===== config.mk =====
export PLATFORM = sky130hd
export DESIGN_NAME = bst_tuner
export DESIGN_NICKNAME = d
export VERILOG_FILES = /design/src/rtl/bst_pkg.sv /design/src/rtl/bst_step.sv /design/src/rtl/bst_bank_store.sv /design/src/rtl/bst_ctrl.sv /design/src/rtl/bst_tuner.sv
export SDC_FILE = /design/constraint.sdc
export NUM_CORES = 1
export LEC_CHECK = 0
export ABC_AREA = 1
export BUFFER_PORTS_ARGS = -buffer_cell sky130_fd_sc_hd__buf_2
export CORE_ASPECT_RATIO = 1.1
export CORE_MARGIN = 4
export CORE_UTILIZATION = 54
export DETAILED_ROUTE_END_ITERATION = 10
export PLACE_DENSITY = 0.73
export SYNTH_ARGS = -nofsm -noshare
export SYNTH_HDL_FRONTEND = slang
export SYNTH_SLANG_ARGS = --single-unit

===== constraint.sdc =====
create_clock -name clk -period 2.3 [get_ports clk]
set_input_delay 0.23 -clock clk [delete_from_list [all_inputs] [get_ports clk]]
set_output_delay 0.23 -clock clk [all_outputs]
set_load 0.02 [all_outputs]

===== src/rtl/bst_pkg.sv =====
`timescale 1ns/1ps
package bst_pkg;
  typedef enum logic [1:0] {
    CMP_HIT  = 2'b00,
    CMP_SLOW = 2'b01,
    CMP_FAST = 2'b10,
    CMP_NONE = 2'b11
  } cmp_e;

  typedef enum logic [1:0] {
    ST_IDLE   = 2'b00,
    ST_SEARCH = 2'b01,
    ST_DONE   = 2'b10
  } st_e;
endpackage


===== src/rtl/bst_step.sv =====
`timescale 1ns/1ps
module bst_step #(
  parameter int MAX_W = 7
) (
  input  logic [MAX_W-1:0] lo_i,
  input  logic [MAX_W-1:0] hi_i,
  input  logic [MAX_W-1:0] cur_i,
  input  logic [1:0]       code_i,
  output logic [MAX_W-1:0] lo_o,
  output logic [MAX_W-1:0] hi_o,
  output logic             found_o,
  output logic [MAX_W-1:0] mid_o,
  output logic [MAX_W-1:0] backoff_o
);
  import bst_pkg::*;

  logic [MAX_W:0] sum;

  always_comb begin
    lo_o = (code_i == CMP_SLOW) ? cur_i : lo_i;
    hi_o = (code_i == CMP_FAST) ? cur_i : hi_i;
    found_o = (({1'b0, lo_o} + {{MAX_W{1'b0}}, 1'b1}) == {1'b0, hi_o});
    sum = {1'b0, lo_o} + {1'b0, hi_o};
    mid_o = sum[MAX_W:1];
    backoff_o = (cur_i == '0) ? '0 : cur_i - {{(MAX_W-1){1'b0}}, 1'b1};
  end
endmodule


===== src/rtl/bst_bank_store.sv =====
`timescale 1ns/1ps
module bst_bank_store #(
  parameter int NUM_BANKS = 3,
  parameter int MAX_W     = 7,
  parameter int BIDX_W    = 2
) (
  input  logic                       clk,
  input  logic                       rst_n,
  input  logic                       clr_i,
  input  logic                       wr_i,
  input  logic [BIDX_W-1:0]          wr_bank_i,
  input  logic [MAX_W-1:0]           wr_word_i,
  input  logic                       live_i,
  input  logic [BIDX_W-1:0]          live_bank_i,
  input  logic [MAX_W-1:0]           live_word_i,
  output logic [NUM_BANKS*MAX_W-1:0] tune_o
);
  for (genvar b = 0; b < NUM_BANKS; b++) begin : g_bank
    logic [MAX_W-1:0] frz_q;
    logic             is_live;

    always_ff @(posedge clk or negedge rst_n) begin
      if (!rst_n) begin
        frz_q <= '0;
      end else if (clr_i) begin
        frz_q <= '0;
      end else if (wr_i && (wr_bank_i == BIDX_W'(b))) begin
        frz_q <= wr_word_i;
      end
    end

    assign is_live = live_i && (live_bank_i == BIDX_W'(b));
    assign tune_o[b*MAX_W +: MAX_W] = is_live ? live_word_i : frz_q;
  end
endmodule


===== src/rtl/bst_ctrl.sv =====
`timescale 1ns/1ps
module bst_ctrl #(
  parameter int                     NUM_BANKS   = 3,
  parameter logic [NUM_BANKS*8-1:0] BANK_WIDTHS = {8'd7, 8'd5, 8'd5},
  parameter int                     MAX_W       = 7,
  parameter int                     BIDX_W      = 2
) (
  input  logic              clk,
  input  logic              rst_n,
  input  logic              start_i,
  input  logic              cmp_valid_i,
  input  logic [1:0]        cmp_code_i,
  output logic              cmp_ready_o,
  output logic              restart_o,
  output logic              close_o,
  output logic              done_o,
  output logic              clr_o,
  output logic              wr_o,
  output logic [BIDX_W-1:0] wr_bank_o,
  output logic [MAX_W-1:0]  wr_word_o,
  output logic              live_o,
  output logic [BIDX_W-1:0] live_bank_o,
  output logic [MAX_W-1:0]  live_word_o
);
  import bst_pkg::*;

  localparam logic [BIDX_W-1:0] LAST_BANK = BIDX_W'(NUM_BANKS - 1);

  function automatic logic [MAX_W-1:0] top_of(input logic [BIDX_W-1:0] idx);
    logic [MAX_W-1:0] ones;
    int               w;
    ones = '1;
    if (int'(idx) >= NUM_BANKS) return '0;
    w = int'(BANK_WIDTHS[int'(idx)*8 +: 8]);
    return ones >> (MAX_W - w);
  endfunction

  st_e              st_q, st_d;
  logic [BIDX_W-1:0] bank_q, bank_d, nb;
  logic [MAX_W-1:0]  lo_q, lo_d, hi_q, hi_d, cur_q, cur_d;
  logic              restart_q, restart_d, close_q, close_d, done_q, done_d;
  logic              acc, last, bank_exit;
  logic [MAX_W-1:0]  lo_n, hi_n, mid_n, backoff;
  logic              found;

  bst_step #(.MAX_W(MAX_W)) u_step (
    .lo_i      (lo_q),
    .hi_i      (hi_q),
    .cur_i     (cur_q),
    .code_i    (cmp_code_i),
    .lo_o      (lo_n),
    .hi_o      (hi_n),
    .found_o   (found),
    .mid_o     (mid_n),
    .backoff_o (backoff)
  );

  assign cmp_ready_o = (st_q == ST_SEARCH);
  assign acc         = cmp_valid_i && cmp_ready_o;
  assign last        = (bank_q == LAST_BANK);
  assign nb          = bank_q + {{(BIDX_W-1){1'b0}}, 1'b1};
  assign bank_exit   = (cmp_code_i == CMP_HIT) || found;

  always_comb begin
    st_d      = st_q;
    bank_d    = bank_q;
    lo_d      = lo_q;
    hi_d      = hi_q;
    cur_d     = cur_q;
    restart_d = 1'b0;
    close_d   = 1'b0;
    done_d    = done_q;
    clr_o     = 1'b0;
    wr_o      = 1'b0;
    wr_word_o = '0;
    if (start_i) begin
      clr_o     = 1'b1;
      st_d      = ST_SEARCH;
      bank_d    = '0;
      lo_d      = '0;
      hi_d      = top_of('0);
      cur_d     = top_of('0) >> 1;
      restart_d = 1'b1;
      done_d    = 1'b0;
    end else if (acc && (cmp_code_i != CMP_NONE)) begin
      if (!bank_exit) begin
        lo_d  = lo_n;
        hi_d  = hi_n;
        cur_d = mid_n;
      end else begin
        wr_o = 1'b1;
        if (cmp_code_i == CMP_HIT) wr_word_o = last ? cur_q : backoff;
        else                       wr_word_o = lo_n;
        if (last) begin
          st_d    = ST_DONE;
          close_d = 1'b1;
          done_d  = 1'b1;
        end else begin
          bank_d    = nb;
          lo_d      = '0;
          hi_d      = top_of(nb);
          cur_d     = top_of(nb) >> 1;
          restart_d = 1'b1;
        end
      end
    end
  end

  always_ff @(posedge clk or negedge rst_n) begin
    if (!rst_n) begin
      st_q      <= ST_IDLE;
      bank_q    <= '0;
      lo_q      <= '0;
      hi_q      <= '0;
      cur_q     <= '0;
      restart_q <= 1'b0;
      close_q   <= 1'b0;
      done_q    <= 1'b0;
    end else begin
      st_q      <= st_d;
      bank_q    <= bank_d;
      lo_q      <= lo_d;
      hi_q      <= hi_d;
      cur_q     <= cur_d;
      restart_q <= restart_d;
      close_q   <= close_d;
      done_q    <= done_d;
    end
  end

  assign restart_o   = restart_q;
  assign close_o     = close_q;
  assign done_o      = done_q;
  assign wr_bank_o   = bank_q;
  assign live_o      = (st_q == ST_SEARCH);
  assign live_bank_o = bank_q;
  assign live_word_o = cur_q;
endmodule


===== src/rtl/bst_tuner.sv =====
`timescale 1ns/1ps
module bst_tuner #(
  parameter int                     NUM_BANKS   = 3,
  parameter logic [NUM_BANKS*8-1:0] BANK_WIDTHS = {8'd7, 8'd5, 8'd5}
) (
  input  logic                                     clk,
  input  logic                                     rst_n,
  input  logic                                     start_i,
  input  logic                                     cmp_valid_i,
  input  logic [1:0]                               cmp_code_i,
  output logic                                     cmp_ready_o,
  output logic [NUM_BANKS*widest_bank()-1:0]       tune_o,
  output logic                                     restart_o,
  output logic                                     close_loop_o,
  output logic                                     done_o
);
  function automatic int widest_bank();
    int m;
    m = 2;
    for (int i = 0; i < NUM_BANKS; i++)
      if (int'(BANK_WIDTHS[i*8 +: 8]) > m) m = int'(BANK_WIDTHS[i*8 +: 8]);
    return m;
  endfunction

  localparam int MAX_W  = widest_bank();
  localparam int BIDX_W = (NUM_BANKS > 1) ? $clog2(NUM_BANKS) : 1;

  logic              clr, wr, live;
  logic [BIDX_W-1:0] wr_bank, live_bank;
  logic [MAX_W-1:0]  wr_word, live_word;

  bst_ctrl #(
    .NUM_BANKS   (NUM_BANKS),
    .BANK_WIDTHS (BANK_WIDTHS),
    .MAX_W       (MAX_W),
    .BIDX_W      (BIDX_W)
  ) u_ctrl (
    .clk         (clk),
    .rst_n       (rst_n),
    .start_i     (start_i),
    .cmp_valid_i (cmp_valid_i),
    .cmp_code_i  (cmp_code_i),
    .cmp_ready_o (cmp_ready_o),
    .restart_o   (restart_o),
    .close_o     (close_loop_o),
    .done_o      (done_o),
    .clr_o       (clr),
    .wr_o        (wr),
    .wr_bank_o   (wr_bank),
    .wr_word_o   (wr_word),
    .live_o      (live),
    .live_bank_o (live_bank),
    .live_word_o (live_word)
  );

  bst_bank_store #(
    .NUM_BANKS (NUM_BANKS),
    .MAX_W     (MAX_W),
    .BIDX_W    (BIDX_W)
  ) u_store (
    .clk         (clk),
    .rst_n       (rst_n),
    .clr_i       (clr),
    .wr_i        (wr),
    .wr_bank_i   (wr_bank),
    .wr_word_i   (wr_word),
    .live_i      (live),
    .live_bank_i (live_bank),
    .live_word_i (live_word),
    .tune_o      (tune_o)
  );
endmodule


==> metrics.cfg <==
[run_status]
status = finished, violations left
violations = setup timing

[cts]
cts_root_buf = clkbuf_8
cts_tree = done
postCtsHoldBufs = 0
cts_made_buffers = 5
htreeDepth = 2
cts.sinks = 48
clock_latency_ps = 300
clk_path_buf_depth = 2
clk_pin_slew_ps = 100

[synthesis]
synth_edf_count = 0
syn_area_um2 = 3440
yosys_most_used_dff = dfrtp_1
yosys-top-cells-count = nand2_1 (196), nand3_1 (68), dfrtp_1 (48)
synthesis.nets = 524
synthArstFlopShare_pct = 100
synth.distinct_cells = 35
ys_warn_count = 0
ys_ff_latch = 48
synth_top_area_share_pct = 34.9
synth.avg_cell_area_um2 = 6.85
synth.most_common_cell = nand2_1
ys_seq_area_share_pct = 34.9
synth_top_area_cell = dfrtp_1
synthCells = 503
synthTopCellsByArea = dfrtp_1 (35%), nand2_1 (21%), nand3_1 (9.9%)

[detailed_routing]
remaining_drc_errors = 0
num_vias = 3612
wl_per_cell_um = 15.0
drtAntennaViolNets = 0
first_pass_iters = 4
first_iter_violations = 212
finalWirelength_mm = 9.92
via_per_inst = 5.45

[setup_path]
startpoint_type = register
cp_max_fo = 8
cp.arrival_ps = 2590
cp_data_required_time_ps = 2550
rrSetupSlack_ps = -40
path_class = reg -> reg
crit_start = u_ctrl.live_word_o[1]
worst_setup_path_end_kind = register
r2r-start = u_ctrl.live_word_o[1]

[min_path]
hp-class = in -> async

[timing]
rsz0062_at_grt = true
max_freq_ghz = 0.427
slew_headroom_pct = 55.3
slew_viol_final = 0
fin_skew_ps = 5.68
finalCriticalPeriod_ps = 2340
whs_ps = 10.9
period_share_pct = 102
worst_pin_slew_ps = 663
layout_setup_ws_ps = -40.4
finalHoldViolCount = 0
setup_viol = 7

[grt]
grt_usage_pct = 25.5
grt_pass1_vias = 3501
grt.overflow.total = 0
grt_pass1_wl_mm = 16.1
antenna_found_initial = 0
grt_max_degree = 49

[die]
num_rows = 30
io_pins = 31
fp.dieW_um = 84.2
die_y_um = 91.8
dieArea_um2 = 7720
start_util_pct = 55.6
coreArea_um2 = 6190

[final_layout]
area_growth_pct = 25.9
nets = 603
drive_gt1_share_pct = 25.7
fill_cells = 537
antenna_cells = 0

[power_and_ir_drop]
power_density_nw_per_um2 = 557
vdd_drop_max_mv = 0.317
leakagePower_nw = 2.28

[place]
place_ws_ps = -357
hpwl_mm = 7.41
io_buffers = 30
place.gp.congestion = 0.944

[run]
maxCapViolCount = 0

[stage by stage]
step	setup TNS, ps	std cells	cell area [um^2]	util [%]	power (mW)
2_1_floorplan	0	503	3450	-	1.45
3_3_place_gp	-696	649	4030	65.1	1.78
3_5_place_dp	-3450	649	4030	65.1	1.80
4_1_cts	-2.73	661	4200	67.9	2.37
5_1_grt	-4320	663	4340	70.0	2.57
6_report	-149	663	4340	70.0	2.41
[cells by family after synthesis]
| group | synth area share (%) |
|---|---|
| compound gates | 10.3 |
| simple gates | 38.6 |
| fa+ha+maj | 5.67 |
| flops | 34.9 |
| buf+inv | 8.25 |
| xor+xnor | 2.29 |
[cell type report]
type	count	area, um^2	area share, %
Multi-Input combinational cell	391	2110	48.6
Sequential cell	48	1200	27.7
Timing Repair Buffer	90	657	15.1
Inverter	46	173	3.98
Tap cell	80	100	2.31
Clock buffer	6	82.6	1.90
Clock inverter	2	15.0	0.346
[cell usage in the layout, fill, tap and decap left out, types with 2 or more instances in the layout]
cell type and instances:
nor2_4 3, nand2_1 189, inv_1 40, a21oi_1 10
nor3_1 2, o21ai_0 34, buf_12 3, ha_1 12
buf_4 52, nand3_2 11, xor2_1 7, nor2_2 4
dfrtp_1 47, o22ai_1 4, o21ai_2 3, nand4_1 7
xnor2_1 2, nand3_1 58, nand2_2 13, nor2_1 9
ha_4 2, o21bai_1 2, o21ai_1 6, inv_2 6
buf_2 30, buf_6 5, clkinvlp_4 2, nand2_4 3
clkbuf_8 6
[worst max-delay path, cell delays in order, from the launching register on]
cell,delay [ps]
dfrtp_1,420
nand3_1,110
nand2_2,100
ha_4,270
inv_1,40
nand2_1,80
nand3_2,90
nor2_2,80
nand2_1,60
nor2_2,120
nand3_4,120
nand2_4,110
buf_6,130
nand2_8,70
nor2_4,260
nand3_1,120
nand2_1,80
[state kept, by name, summed over array words and instances (netlist names)]
register,count
u_store.g_bank.frz_q,21
u_ctrl.hi_q,7
u_ctrl.live_word_o,7
u_ctrl.lo_q,7
u_ctrl.live_bank_o,2
u_ctrl.close_o,1
u_ctrl.done_o,1
u_ctrl.restart_o,1
u_ctrl.st_q,1
[worst paths after layout]
check                           cells past startpoint                          to
worst max-delay path                               16  u_store.g_bank[0].frz_q[5]
worst min-delay path                                2  u_store.g_bank[0].frz_q[4]
worst max register to register                     16  u_store.g_bank[0].frz_q[5]
worst min register to register                      2              u_ctrl.st_q[0]
max in group asynchronous                           2       u_ctrl.live_word_o[2]
min in group clk                                    2               u_ctrl.done_o
[power breakdown]
group / internal [mW] / leakage (nW) / switching [mW]
Combinational: 0.372 / 1.61 / 0.556
Clock: 0.244 / 0.0434 / 0.305
Sequential: 0.889 / 0.632 / 0.0477
[repair_timing]
action	4_1_cts	5_1_grt
gates cloned	2	0
gates resized for setup	11	26
setup buffers	2	2
endpoints found under the setup margin	29	54
pin swaps	9	15
[routing by layer]
metal | share of wire [%] | vias up | GRT usage, %
met3 | 5.2 | 27 | 4.22
met5 | 0 | - | 0
li1 | - | 1788 | -
met1 | 41 | 1682 | 30.2
met4 | 3.4 | 0 | 12.1
met2 | 51 | 115 | 44.6
Note: power is estimated with default switching activity, not from simulation.
